File: config.mk
export PLATFORM = sky130hd
export DESIGN_NAME = otp_rom_port
export DESIGN_NICKNAME = d
export VERILOG_FILES = /design/src/rtl/otp_rom_pkg.sv /design/src/rtl/otp_mode_dec.sv /design/src/rtl/otp_access_timer.sv /design/src/rtl/otp_cell_array.sv /design/src/rtl/otp_rom_port.sv
export SDC_FILE = /design/constraint.sdc
export NUM_CORES = 1
export LEC_CHECK = 0
export BUFFER_PORTS_ARGS = -buffer_cell sky130_fd_sc_hd__buf_2
export CAP_MARGIN = 15
export CORE_MARGIN = 1.5
export CORE_UTILIZATION = 56
export DETAILED_ROUTE_END_ITERATION = 16
export PLACE_DENSITY = 0.8
export SYNTH_ARGS = -nofsm -noshare
export SYNTH_HDL_FRONTEND = slang
export SYNTH_HIERARCHICAL = 1
export SYNTH_SLANG_ARGS = --single-unit
File: constraint.sdc
create_clock -name clk -period 3.55 [get_ports clk]
set_input_delay 0.5325 -clock clk [delete_from_list [all_inputs] [get_ports clk]]
set_output_delay 0.5325 -clock clk [all_outputs]
set_load 0.02 [all_outputs]
File: src/rtl/otp_rom_pkg.sv
`timescale 1ns/1ps
package otp_rom_pkg;
  localparam int WORD_W = 16;
  localparam int BYTE_W = 8;
  localparam logic [BYTE_W-1:0] MFR_CODE = 8'h20;
  localparam logic [BYTE_W-1:0] DEV_CODE = 8'hB1;

  typedef enum logic [3:0] {
    MD_STANDBY, MD_DISABLE, MD_WORD, MD_BYTE, MD_IDENT,
    MD_PROG, MD_VERIFY, MD_INHIBIT, MD_CONFLICT
  } rom_mode_e;
endpackage

File: src/rtl/otp_mode_dec.sv
`timescale 1ns/1ps
module otp_mode_dec
  import otp_rom_pkg::*;
(
  input  logic      ce_n,
  input  logic      oe_n,
  input  logic      wide_sel,
  input  logic      sig_hv,
  input  logic      prog_hv,
  output rom_mode_e mode,
  output logic      lo_en,
  output logic      mid_en,
  output logic      top_en
);
  always_comb begin
    if (prog_hv) begin
      unique case ({ce_n, oe_n})
        2'b01:   mode = MD_PROG;
        2'b10:   mode = MD_VERIFY;
        2'b11:   mode = MD_INHIBIT;
        default: mode = MD_CONFLICT;
      endcase
    end else if (ce_n)    mode = MD_STANDBY;
    else if (oe_n)        mode = MD_DISABLE;
    else if (sig_hv)      mode = MD_IDENT;
    else if (wide_sel)    mode = MD_WORD;
    else                  mode = MD_BYTE;
  end

  always_comb begin
    lo_en  = (mode == MD_WORD) || (mode == MD_BYTE) ||
             (mode == MD_IDENT) || (mode == MD_VERIFY);
    mid_en = (mode == MD_WORD) || (mode == MD_VERIFY);
    top_en = mid_en;
  end
endmodule

File: src/rtl/otp_access_timer.sv
`timescale 1ns/1ps
module otp_access_timer #(
  parameter int ACC_CYC = 5,
  parameter int OE_CYC  = 2,
  parameter int KW      = 8
) (
  input  logic          clk,
  input  logic          rst_n,
  input  logic          sel,
  input  logic [KW-1:0] key,
  input  logic          oe_n,
  output logic          settled
);
  localparam int CW = $clog2(ACC_CYC + 2);
  localparam logic [CW-1:0] ACC_L = CW'(ACC_CYC);
  localparam logic [CW-1:0] OE_L  = CW'(OE_CYC);
  localparam logic [CW-1:0] OE_P1 = CW'(OE_CYC + 1);

  logic [CW-1:0] cnt_q;
  logic [KW-1:0] key_q;
  logic          sel_q, oe_q;

  always_ff @(posedge clk) begin
    if (!rst_n) begin
      cnt_q <= ACC_L;
      key_q <= '0;
      sel_q <= 1'b0;
      oe_q  <= 1'b1;
    end else begin
      sel_q <= sel;
      key_q <= key;
      oe_q  <= oe_n;
      if (!sel || !sel_q || key != key_q)
        cnt_q <= ACC_L;
      else if (oe_q && !oe_n)
        cnt_q <= (cnt_q > OE_P1) ? cnt_q - 1'b1 : OE_L;
      else if (cnt_q != '0)
        cnt_q <= cnt_q - 1'b1;
    end
  end

  assign settled = sel && sel_q && (key == key_q) && (oe_n == oe_q) && (cnt_q == '0);
endmodule

File: src/rtl/otp_cell_array.sv
`timescale 1ns/1ps
module otp_cell_array
  import otp_rom_pkg::*;
#(
  parameter int AW = 4
) (
  input  logic              clk,
  input  logic              rst_n,
  input  logic              wr_en,
  input  logic [AW-1:0]     addr,
  input  logic [WORD_W-1:0] wr_data,
  output logic [WORD_W-1:0] rd_data
);
  localparam int DEPTH = 1 << AW;

  logic [WORD_W-1:0] cells [DEPTH];

  always_ff @(posedge clk) begin
    if (!rst_n) begin
      for (int i = 0; i < DEPTH; i++) cells[i] <= '1;
    end else if (wr_en) begin
      cells[addr] <= cells[addr] & wr_data;
    end
  end

  assign rd_data = cells[addr];
endmodule

File: src/rtl/otp_rom_port.sv
`timescale 1ns/1ps
module otp_rom_port
  import otp_rom_pkg::*;
#(
  parameter int AW      = 4,
  parameter int ACC_CYC = 5,
  parameter int OE_CYC  = 2
) (
  input  logic              clk,
  input  logic              rst_n,
  input  logic              ce_n,
  input  logic              oe_n,
  input  logic              wide_sel,
  input  logic              sig_hv,
  input  logic              prog_hv,
  input  logic [AW-1:0]     addr,
  input  logic              shared_in,
  input  logic [WORD_W-1:0] din,
  output logic [WORD_W-1:0] data_out,
  output logic              data_valid,
  output logic              lane_lo_oe,
  output logic              lane_mid_oe,
  output logic              bit15_oe
);
  localparam int KW = AW + 4;

  rom_mode_e         mode;
  logic              lo_en, mid_en, top_en, settled, half_sel;
  logic [KW-1:0]     key;
  logic [WORD_W-1:0] word;
  logic [BYTE_W-1:0] lo_val, id_val;

  otp_mode_dec u_dec (
    .ce_n(ce_n), .oe_n(oe_n), .wide_sel(wide_sel), .sig_hv(sig_hv),
    .prog_hv(prog_hv), .mode(mode), .lo_en(lo_en), .mid_en(mid_en), .top_en(top_en)
  );

  assign half_sel = !wide_sel && shared_in;
  assign key      = {addr, half_sel, wide_sel, sig_hv, prog_hv};

  otp_access_timer #(.ACC_CYC(ACC_CYC), .OE_CYC(OE_CYC), .KW(KW)) u_tmr (
    .clk(clk), .rst_n(rst_n), .sel(!ce_n || prog_hv), .key(key),
    .oe_n(oe_n), .settled(settled)
  );

  otp_cell_array #(.AW(AW)) u_arr (
    .clk(clk), .rst_n(rst_n), .wr_en(mode == MD_PROG), .addr(addr),
    .wr_data(din), .rd_data(word)
  );

  always_comb begin
    if (addr[AW-1:1] != '0) id_val = '0;
    else                    id_val = addr[0] ? DEV_CODE : MFR_CODE;
  end

  always_comb begin
    unique case (mode)
      MD_IDENT: lo_val = id_val;
      MD_BYTE:  lo_val = half_sel ? word[WORD_W-1:BYTE_W] : word[BYTE_W-1:0];
      default:  lo_val = word[BYTE_W-1:0];
    endcase
  end

  assign lane_lo_oe  = lo_en;
  assign lane_mid_oe = mid_en;
  assign bit15_oe    = top_en;
  assign data_valid  = settled && lo_en;

  always_comb begin
    data_out = '0;
    if (data_valid) begin
      data_out[BYTE_W-1:0] = lo_val;
      if (mid_en) data_out[WORD_W-2:BYTE_W] = word[WORD_W-2:BYTE_W];
      if (top_en) data_out[WORD_W-1]        = word[WORD_W-1];
    end
  end
endmodule

---- Word-level counts from Yosys, hierarchy flattened ----
Memories as Yosys holds them, arrays and structs flattened.
Cells that the tools add are included.
operators by class
  add/sub/neg operators ................... 1
  magnitude comparators ................... 1
  equal/unequal tests ..................... 11
  muxes and demuxes ....................... 23
  bitwise operators ....................... 2
  reduce and logical (&&, ||, !) cells .... 25
operators by type and width
  cell                 number
  $mux 16              2
  $mux 8               3
  $mux 4               5
  $and 16x16->16       1
  $pmux 8 s2           1
  $reduce_or 16->1     1
  $eq 4x3->1 const B   3
  $pmux 4 s3           1
  $mux 3               3
  $eq 4x2->1 const B   2
  $eq 8x8->1           1
  $ne 8x8->1           1
  $logic_and 1x1->1    7
  $logic_or 1x1->1     7
  $mux 1               7
  $mux 7               1
  $reduce_bool 3->1    2
  $logic_not 1->1      5
  $eq 2x2->1 const B   2
  $gt 3x2->1 const B   1
  $logic_not 3->1      1
  $sub 3x1->3 const B  1
  $eq 2x1->1 const B   1
  $reduce_bool 2->1    1
  3 further kinds      3
word-level totals
  register bits ........................... 13
  bits in writable memories ............... 256
  input port bits ......................... 28
  output and inout bits ................... 20
  logic and storage cells ................. 68
  memories ................................ 1
memory list
  name         words  bits a word  rd ports  clocked after Yosys merged registers in  wr ports  RTL line              RTL
  u_arr.cells  16     16           1         0                                        16        otp_cell_array.sv:16  logic [WORD_W-1:0] cells [DEPTH];

---- Longest topological paths before layout ----
Gate-level depths: netlist of the first run.
  depth after elaboration ................. 11
  gate-level depth with buffers ........... 9
  depth with buffers taken out ............ 8

---- Cells and area by module ----
The synthesis of the first run kept the hierarchy.
modules (own cells, without submodules)
  module            times used  cells each  area an instance (um^2)  sequential area each (um^2)
  otp_cell_array    1           889         11,424.7                 7,687.4
  otp_access_timer  1           59          590.6                    260.2
  otp_rom_port      1           50          319.1                    0.0
  otp_mode_dec      1           15          90.1                     0.0

---- Least setup slack after synthesis of the first run ----
Ideal clock, no wire load.
  path kind ............................... in2reg
  from .................................... input port prog_hv
  to ...................................... memory u_arr.cells[12][0] (enable)
  arrival ................................. 3.117 ns
  required time ........................... 3.139 ns
  setup slack ............................. 0.022 ns
  stages on the path ...................... 7
  path buffers ............................ 1
  cells stage by stage .................... or4b_1 -> nand2_1 -> and4bb_2 -> nand2_1 -> or3_1 -> buf_2 -> o21ai_0
RTL lines
  item                RTL line              RTL
  start: declaration  otp_rom_port.sv:15    input logic prog_hv,
  end: declaration    otp_cell_array.sv:16

---- Worst setup path in the final report of the first run ----
  from .................................... input port addr[1]
  to ...................................... output port data_out[7]
on the way
  elaborated cells on any way between the ends .. 11
  classes of those cells .................. 1 x eq/ne; 4 x mux; 5 x reduce/logical; 1 x memory
RTL lines
  item                RTL line            RTL
  start: declaration  otp_rom_port.sv:16  input logic [AW-1:0] addr,
  $mem_v2 16x16 (*)   n/a
  via word[7]         otp_rom_port.sv:30  logic [WORD_W-1:0] word;
  $mux 8              otp_rom_port.sv:59  MD_BYTE: lo_val = half_sel ? word[WORD_W-1:BYTE_W] : word[BYTE_W-1:0];
  $pmux 8 s2 (*)      otp_rom_port.sv:57  unique case (mode)
  $mux 16 (*)         otp_rom_port.sv:71  if (data_valid) begin
  end: declaration    otp_rom_port.sv:19  output logic [WORD_W-1:0] data_out,
The timed path passes the listed nets; every way through them passes the cells marked *.

==> flow_metrics.py, run 1 <==
metrics = {
    "floorplanning": {
        "fp.dieW_um": 152,
        "start_util": 0.569,
        "die_h_um": 152,
        "num_rows": 54,
        "die_area_um2": 23100,
        "core_um2": 21800,
        "io_pins": 48,
    },
    "drt": {
        "first_pass_iters": 5,
        "drt_iter0_drc": 1089,
        "viasPerCell": 6.18,
        "antenna_left": 0,
        "drc": 0,
        "num_vias": 8617,
        "routedWlPerCell_um": 22.3,
        "routed_wirelength_um": 31100,
    },
    "timing": {
        "hold_viol": 0,
        "skew_ns": 0.0224,
        "timing.final.crit_share": 0.940,
        "rsz0062_at_grt": "false",
        "report.final.slew_viol_count": 0,
        "maxSlewHeadroom": 0.459,
        "max_freq_mhz": 300,
        "worst_pin_slew_ns": 0.803,
        "setup-tns-final_ns": 0,
        "finalSetupViolCount": 0,
        "period_minus_slack_ns": 3.34,
        "fin_ws_ns": 0.212,
    },
    "worst_setup_path": {
        "critPathMaxFanout": 48,
        "r2r-start": "u_arr/cells[3][15]",
        "cp-end-kind": "output port",
        "path_class": "in2out",
        "cp_data_required_time_ns": 3.02,
        "start_kind": "input pin",
        "critical_path_arrival_ns": 2.81,
        "cp-startpoint": "addr[1]",
    },
    "place": {
        "dpl.cell_count": 1343,
        "placed_area_um2": 13200,
        "place_congestion": 0.887,
        "dpl.hpwl_um": 19900,
        "post-place-ws_ns": 0.296,
        "portBuffers": 47,
    },
    "power": {
        "ir_drop_uv": 384,
        "p_switching_mw": 1.46,
        "seqPwrFrac": 0.523,
        "power.share.clock": 0.414,
        "switching_share": 0.219,
        "power_frac_comb": 0.064,
        "p_leak_nw": 4.40,
        "powerDensity_nw_per_um2": 472,
        "internal_power_mw": 5.19,
    },
    "clock_tree": {
        "clkLatencyLatePin_ns": 0.55,
        "ctsResizeCount": 0,
        "cts_buffers": 28,
        "clock_tree.buffer_depth": 3,
        "postCtsHoldBufs": 0,
        "cts_sinks": 269,
        "cts_tree": "done",
        "clkTransAtPathRegs_ns": 0.06,
        "clockRootBuffer": "clkbuf_16",
        "post_cts_buffers": 0,
        "htreeDepth": 1,
    },
    "layout": {
        "nets": 1125,
        "drive_gt1_frac": 0.156,
        "area_growth_pct": 13.4,
        "n_antenna_cell": 0,
        "multi_input_area_um2": 4120,
        "finalInstanceArea_um2": 14100,
        "num-fill-cells": 1558,
        "layout.cells.non_filler": 1395,
        "seq_area_um2": 7950,
    },
    "synthesis": {
        "synth_flop_cell": "edfxtp_1",
        "syn_area_um2": 12400,
        "yosysUniqueCellTypes": 52,
        "ys_ff_latch": 269,
        "async_flop_share": 0,
        "synth-edff-count": 256,
        "syn_area_per_cell_um2": 12.3,
        "ys_warn_count": 6,
        "ys_seq_area_frac": 0.640,
        "synth_fp_nets": 1045,
        "netlist_instances": 1013,
    },
    "grt": {
        "grtUsageTotal": 0.265,
        "grt_max_degree": 49,
        "grt_pass1_vias": 8198,
        "grt_antenna_before_repair": 0,
        "overflow": 0,
        "grt_pass1_wl_um": 46600,
    },
    "run": {
        "maxCapViolations": 0,
    },
    "run_status": {
        "outcome": "completed",
    },
    "worst_hold_path": {
        "holdCritStartpoint": "oe_n",
        "min_path_type": "in2reg",
    },
}
[layer usage]
layer	GRT usage	vias to the layer above	part of all wire
li1	-	3863	-
met1	0.349	4136	0.37
met2	0.434	531	0.48
met3	0.0528	87	0.11
met4	0.104	0	0.037
met5	0	-	0
[flip-flops by register name, summed over array words and instances, names as in the netlist]
name,cells
u_tmr/oe_q,1
u_tmr/sel_q,1
u_tmr/cnt_q,3
u_arr/cells,256
u_tmr/key_q,8
[cell type report]
class | instances | share of cell area
inverters | 7 | 0.00187
repair buffers | 111 | 0.0539
clock inverters | 13 | 0.00684
flip-flops and latches | 269 | 0.564
well taps | 280 | 0.0249
clock buffers | 39 | 0.0555
multi-input cells | 676 | 0.293
[cells in the mapped netlist (2+ instances only)]
master | n | share of area
nand2_1 | 290 | 0.088
edfxtp_1 | 256 | 0.62
mux2i_1 | 128 | 0.10
a22oi_1 | 51 | 0.031
nand3_1 | 48 | 0.019
buf_2 | 32 | 0.013
o21ai_0 | 31 | 0.012
dfxtp_1 | 13 | 0.021
clkbuf_1 | 11 | 0.0033
nand4_1 | 11 | 0.0055
nor2_1 | 11 | 0.0033
and2_1 | 10 | 0.0050
buf_4 | 10 | 0.0060
and3_1 | 8 | 0.0040
nand2b_1 | 8 | 0.0040
o211ai_1 | 8 | 0.0048
xnor2_1 | 8 | 0.0056
inv_1 | 7 | 0.0021
a21oi_1 | 6 | 0.0024
a22oi_2 | 6 | 0.0060
nor2b_1 | 5 | 0.0025
a31oi_1 | 4 | 0.0020
ha_1 | 4 | 0.0040
nand3_2 | 4 | 0.0032
nor2_2 | 4 | 0.0020
buf_1 | 3 | 0.00091
buf_6 | 3 | 0.0027
nor3_1 | 3 | 0.0012
nor3_2 | 3 | 0.0024
or4b_1 | 3 | 0.0024
nand4b_1 | 2 | 0.0014
or4_1 | 2 | 0.0012
[power groups by stage]
stage                     clock network (mW)  registers, mW  logic, mW
after floorplan                            0           3.55      0.250
after global placement                     0           3.54      0.407
after detailed placement                   0           3.54      0.413
after CTS                               2.78           3.48      0.414
after global routing                    2.91           3.48      0.444
final                                   2.75           3.48      0.423
[kinds of logic after synthesis]
kind of cell | Yosys count | synth area share
compound gates | 110 | 0.0614
xor+xnor | 9 | 0.00634
fa+ha+maj | 4 | 0.00403
buf+inv | 68 | 0.0290
flops | 269 | 0.640
mux | 128 | 0.103
simple gates | 425 | 0.156
[path summary, 6_finish.rpt]
path                            cells after the start  slack [ns]                 end
worst max-delay path                                9        0.21         data_out[7]
worst min register to register                      2        0.60      u_tmr/cnt_q[0]
worst min-delay path                                3        0.32          u_tmr/oe_q
worst max register to register                      4        2.14  u_arr/cells[1][15]
[per-stage QoR]
step,power (mW),hold slack (ns),util
after floorplan,3.80,0.534,-
after global placement,3.95,0.560,0.605
after detailed placement,3.96,0.594,0.605
after CTS,6.67,0.296,0.645
after global routing,6.83,0.325,0.645
final,6.65,0.318,0.645
[cell usage in the layout, fill, tap and decap left out, drive strengths merged, types with 13 or more instances in the layout]
cell,n
nand2,290
nand3,52
o21ai,31
mux2i,128
nor2,15
edfxtp,256
buf,111
a22oi,57
dfxtp,13
clkbuf,39
[critical path: stages]
cell and delay (ns):
buf_6 0.43, buf_4 0.32, mux2i_1 0.09, a22oi_1 0.22, nand2_1 0.08, o21ai_0 0.49, o211ai_1 0.20, a31oi_1 0.20
buf_2 0.19
Note: power is estimated with default switching activity, not from simulation.
==> inputs of run 2 (changes only) <==
--- a/config.mk
+++ b/config.mk
@@ -10,6 +10,7 @@
 export CORE_MARGIN = 1.5
 export CORE_UTILIZATION = 56
 export DETAILED_ROUTE_END_ITERATION = 16
+export MAX_ROUTING_LAYER = met4
 export PLACE_DENSITY = 0.8
 export SYNTH_ARGS = -nofsm -noshare
 export SYNTH_HDL_FRONTEND = slang
==> run 2 against run 1 <==
  * Via count is 0.30% lower
  * Core utilization unchanged
  * First-iteration DRC count down 9.0%
  * Critical path type unchanged
  * Largest cell class unchanged
==> flow_metrics.py, run 2 (synthesis results as in run 1) <==
metrics = {
    "run_status": {
        "outcome": "completed",
    },
    "timing": {
        "period_minus_slack_ns": 3.32,
        "skew_ns": 0.0206,
        "maxSlewHeadroom": 0.457,
        "finalSetupViolCount": 0,
        "max_freq_mhz": 301,
        "timing.final.crit_share": 0.936,
        "report.final.slew_viol_count": 0,
        "fin_ws_ns": 0.226,
        "rsz0062_at_grt": "false",
        "worst_pin_slew_ns": 0.806,
        "hold_viol": 0,
        "setup-tns-final_ns": 0,
    },
    "drt": {
        "viasPerCell": 6.16,
        "drc": 0,
        "antenna_left": 0,
        "first_pass_iters": 10,
        "routed_wirelength_um": 31100,
        "num_vias": 8591,
        "routedWlPerCell_um": 22.3,
        "drt_iter0_drc": 991,
    },
    "floorplanning": {
        "start_util": 0.569,
        "core_um2": 21800,
        "die_area_um2": 23100,
        "num_rows": 54,
        "io_pins": 48,
        "fp.dieW_um": 152,
        "die_h_um": 152,
    },
    "place": {
        "dpl.cell_count": 1343,
        "portBuffers": 47,
        "dpl.hpwl_um": 19900,
        "place_congestion": 0.902,
        "post-place-ws_ns": 0.296,
    },
    "layout": {
        "final_cell_mix": "290 x nand2_1, 256 x edfxtp_1, 128 x mux2i_1, 61 x buf_4, 51 x a22oi_1",
        "layout.cells.non_filler": 1395,
        "area_growth_pct": 13.4,
        "seq_area_um2": 7950,
        "final_common_cell": "nand2_1",
        "n_antenna_cell": 0,
        "multi_input_area_um2": 4120,
        "drive_gt1_frac": 0.156,
        "largest_register_ff_count": 256,
        "nets": 1125,
        "regMostFlops": "u_arr/cells",
        "final_util": 0.645,
        "num-fill-cells": 1558,
        "reg_top3": "u_arr/cells x256, u_tmr/key_q x8, u_tmr/cnt_q x3",
    },
    "run": {
        "maxCapViolations": 0,
    },
    "worst_setup_path": {
        "path_class": "in2out",
        "critical_path_arrival_ns": 2.79,
        "cp-end-kind": "output port",
        "cp_data_required_time_ns": 3.02,
        "critPathMaxFanout": 48,
        "start_kind": "input pin",
        "r2r_slack_ns": 2.15,
    },
    "clock_tree": {
        "cts_sinks": 269,
        "postCtsHoldBufs": 0,
        "htreeDepth": 1,
        "cts_tree": "done",
        "ctsResizeCount": 0,
        "clock_tree.buffer_depth": 3,
        "clkTransAtPathRegs_ns": 0.06,
        "clkLatencyLatePin_ns": 0.55,
        "clockRootBuffer": "clkbuf_16",
        "cts_buffers": 28,
        "post_cts_buffers": 0,
    },
    "grt": {
        "grt_pass1_vias": 8208,
        "grt_max_degree": 49,
        "overflow": 0,
        "grt_antenna_before_repair": 0,
        "grt_pass1_wl_um": 46600,
        "grtUsageTotal": 0.273,
    },
    "power": {
        "powerDensity_nw_per_um2": 473,
        "p_leak_nw": 4.40,
        "p_total_mw": 6.66,
        "ir_drop_uv": 383,
    },
    "worst_hold_path": {
        "min_path_type": "in2reg",
    },
}
-- run 2: cell counts in the layout (fill, tap and decap cells not counted) --
No cell type changed its count.
-- run 2: report_power, final --
group / total [mW] / leakage, nW / switching (mW) / internal, mW
Clock: 2.76 / 0.430 / 1.15 / 1.60
Combinational: 0.423 / 2.12 / 0.306 / 0.117
Sequential: 3.48 / 1.86 / 0.00383 / 3.47
-- run 2: worst max-delay path: stages --
cell and delay [ns]:
buf_6 0.43, mux2i_1 0.19, a22oi_1 0.23, nand3_1 0.12, o21ai_0 0.65, nand3_1 0.15
a31oi_1 0.23, buf_2 0.19
-- run 2: worst paths after layout --
| path | startpoint | to | depth (start not counted) |
|---|---|---|---|
| max | addr[1] | data_out[4] | 8 |
| min | oe_n | u_tmr/oe_q | 3 |
| min reg2reg | u_tmr/cnt_q[2] | u_tmr/cnt_q[0] | 2 |
| max reg2reg | u_arr/cells[3][15] | u_arr/cells[1][15] | 4 |
-- run 2: metal layers --
layer / global-route usage / vias to the layer above / part of all wire
met5: - / - / 0
met4: 0.104 / 0 / 0.030
met3: 0.0548 / 67 / 0.11
met2: 0.434 / 485 / 0.48
met1: 0.348 / 4174 / 0.38
li1: - / 3865 / -
-- run 2: cell type report --
type	instances	area share
well taps	280	0.0249
repair buffers	111	0.0539
flip-flops and latches	269	0.564
multi-input cells	676	0.293
inverters	7	0.00187
clock buffers	39	0.0555
clock inverters	13	0.00684
-- run 2: stage by stage --
| step | hold WS, ns | area [µm²] |
|---|---|---|
| 6_report | 0.319 | 14100 |
| 5_1_grt | 0.325 | 14100 |
| 2_1_floorplan | 0.534 | 12400 |
| 3_3_place_gp | 0.560 | 13200 |
| 4_1_cts | 0.296 | 14100 |
| 3_5_place_dp | 0.594 | 13200 |
==> inputs of run 3 (changes only) <==
--- a/config.mk
+++ b/config.mk
@@ -9,6 +9,7 @@
 export CAP_MARGIN = 15
 export CORE_MARGIN = 1.5
 export CORE_UTILIZATION = 56
+export CTS_BUF_LIST = sky130_fd_sc_hd__clkbuf_8 sky130_fd_sc_hd__clkbuf_16
 export DETAILED_ROUTE_END_ITERATION = 16
 export MAX_ROUTING_LAYER = met4
 export PLACE_DENSITY = 0.8
==> run 3 against run 2 <==
  * Final area is the same
  * Worst setup slack gained 0.0062 ns
  * Worst hold slack barely moved
  * Sequential share of layout area unchanged
  * Cell count is the same
  * Non-clock buffer count unchanged
  * Largest cell class unchanged
  * First-iteration DRC count is 2.5% higher
  * Largest power group unchanged
==> flow_metrics.py, run 3 (synthesis results as in run 1) <==
metrics = {
    "place": {
        "place_congestion": 0.902,
        "post-place-ws_ns": 0.296,
        "placed_area_um2": 13200,
        "portBuffers": 47,
        "dpl.hpwl_um": 19900,
    },
    "timing": {
        "rsz0062_at_grt": "false",
        "worst_pin_slew_ns": 0.803,
        "skew_ns": 0.0231,
        "report.final.slew_viol_count": 0,
        "setup-tns-final_ns": 0,
        "finalSetupViolCount": 0,
        "max_freq_mhz": 301,
        "maxSlewHeadroom": 0.459,
        "period_minus_slack_ns": 3.32,
        "fin_ws_ns": 0.232,
        "timing.final.crit_share": 0.935,
        "hold_viol": 0,
    },
    "drt": {
        "top_layer_used": "met4",
        "drc": 0,
        "num_vias": 8630,
        "antenna_left": 0,
        "wl_met1_um": 11600,
        "first_pass_iters": 5,
        "dr_wl_met2_um": 14800,
        "viasPerCell": 6.19,
        "wl_met3_um": 3560,
        "drt_iter0_drc": 1016,
        "routedWlPerCell_um": 22.2,
        "routed_wirelength_um": 31000,
    },
    "layout": {
        "seq_area_um2": 7950,
        "final_common_cell": "nand2_1",
        "final_cell_mix": "290 x nand2_1, 256 x edfxtp_1, 128 x mux2i_1, 61 x buf_4, 51 x a22oi_1",
        "drive_gt1_frac": 0.156,
        "regMostFlops": "u_arr/cells",
        "n_antenna_cell": 0,
        "finalInstanceArea_um2": 14100,
        "largest_register_ff_count": 256,
        "multi_input_area_um2": 4120,
        "area_growth_pct": 13.4,
        "reg_top3": "u_arr/cells x256, u_tmr/key_q x8, u_tmr/cnt_q x3",
        "nets": 1125,
        "num-fill-cells": 1558,
    },
    "clock_tree": {
        "clockRootBuffer": "clkbuf_16",
        "cts_tree": "done",
        "cts_buffers": 28,
        "clkTransAtPathRegs_ns": 0.06,
        "postCtsHoldBufs": 0,
        "ctsResizeCount": 0,
        "htreeDepth": 1,
        "cts_sinks": 269,
        "post_cts_buffers": 0,
        "clkLatencyLatePin_ns": 0.55,
        "clock_tree.buffer_depth": 3,
    },
    "worst_setup_path": {
        "worstReg2RegEnd": "u_arr/cells[1][15]",
        "r2r-start": "u_arr/cells[3][15]",
        "critPathMaxFanout": 48,
        "start_kind": "input pin",
        "cp_data_required_time_ns": 3.02,
        "cp-end-kind": "output port",
        "rr_worst_depth": 4,
        "critical_path_arrival_ns": 2.79,
        "path_class": "in2out",
        "r2r_slack_ns": 2.14,
    },
    "worst_hold_path": {
        "min_to": "u_tmr/oe_q",
        "holdCritStartpoint": "oe_n",
        "min_path_type": "in2reg",
        "hold_depth": 3,
    },
    "floorplanning": {
        "die_area_um2": 23100,
        "start_util": 0.569,
        "die_h_um": 152,
        "core_um2": 21800,
        "fp.dieW_um": 152,
        "io_pins": 48,
        "num_rows": 54,
    },
    "run_status": {
        "outcome": "completed",
    },
    "power": {
        "p_leak_nw": 4.43,
        "power_frac_comb": 0.064,
        "switching_share": 0.220,
        "p_switching_mw": 1.46,
        "powerDensity_nw_per_um2": 471,
        "internal_power_mw": 5.17,
        "ir_drop_uv": 384,
        "seqPwrFrac": 0.524,
        "power.share.clock": 0.412,
    },
    "grt": {
        "grt_antenna_before_repair": 0,
        "overflow": 0,
        "grtUsageTotal": 0.273,
        "grt_max_degree": 49,
        "grt_pass1_vias": 8208,
        "grt_pass1_wl_um": 46600,
    },
    "run": {
        "maxCapViolations": 0,
    },
}
run 3: cell count changes in the layout (fill, tap and decap cells not counted), sizes merged:
cell / delta
inv: +7
clkbuf: -7
run 3: through the flow:
step | std cells | power [mW] | utilization | hold WS (ns)
6_report | 1395 | 6.63 | 0.645 | 0.319
5_1_grt | 1395 | 6.81 | 0.645 | 0.325
4_1_cts | 1395 | 6.65 | 0.645 | 0.296
3_5_place_dp | 1343 | 3.96 | 0.605 | 0.594
3_3_place_gp | 1343 | 3.95 | 0.605 | 0.560
2_1_floorplan | 1013 | 3.80 | - | 0.534
run 3: cell type report:
class / count / share of cell area
inverters: 7 / 0.00187
multi-input cells: 676 / 0.293
clock inverters: 20 / 0.00870
repair buffers: 111 / 0.0539
well taps: 280 / 0.0249
flip-flops and latches: 269 / 0.564
clock buffers: 32 / 0.0537
run 3: power groups by stage:
stage          registers (mW)  logic (mW)  clock network, mW
6_report                 3.48       0.423               2.73
5_1_grt                  3.48       0.445               2.89
4_1_cts                  3.48       0.414               2.76
3_5_place_dp             3.54       0.413                  0
3_3_place_gp             3.54       0.407                  0
2_1_floorplan            3.55       0.250                  0
run 3: how the worst max path moves through the flow:
stage                       start                  to  slack (ns)  cells past startpoint
final                     addr[1]         data_out[4]        0.23                      8
after global routing      addr[1]         data_out[7]         0.1                      9
after global placement    prog_hv         data_out[7]        0.31                      7
after CTS                 prog_hv         data_out[7]        0.29                      7
after detailed placement  prog_hv         data_out[7]        0.30                      7
after floorplan           prog_hv  u_arr/cells[12][0]        0.02                      7
run 3: worst max-delay path: stages:
cell,delay (ns)
buf_6,0.44
mux2i_1,0.20
a22oi_1,0.23
nand3_1,0.12
o21ai_0,0.65
nand3_1,0.15
a31oi_1,0.23
buf_2,0.19
run 3: routing by layer:
| metal | global-route usage | up-vias |
|---|---|---|
| met4 | 0.104 | 0 |
| met5 | - | - |
| met2 | 0.434 | 504 |
| met1 | 0.348 | 4185 |
| li1 | - | 3865 |
| met3 | 0.0548 | 76 |
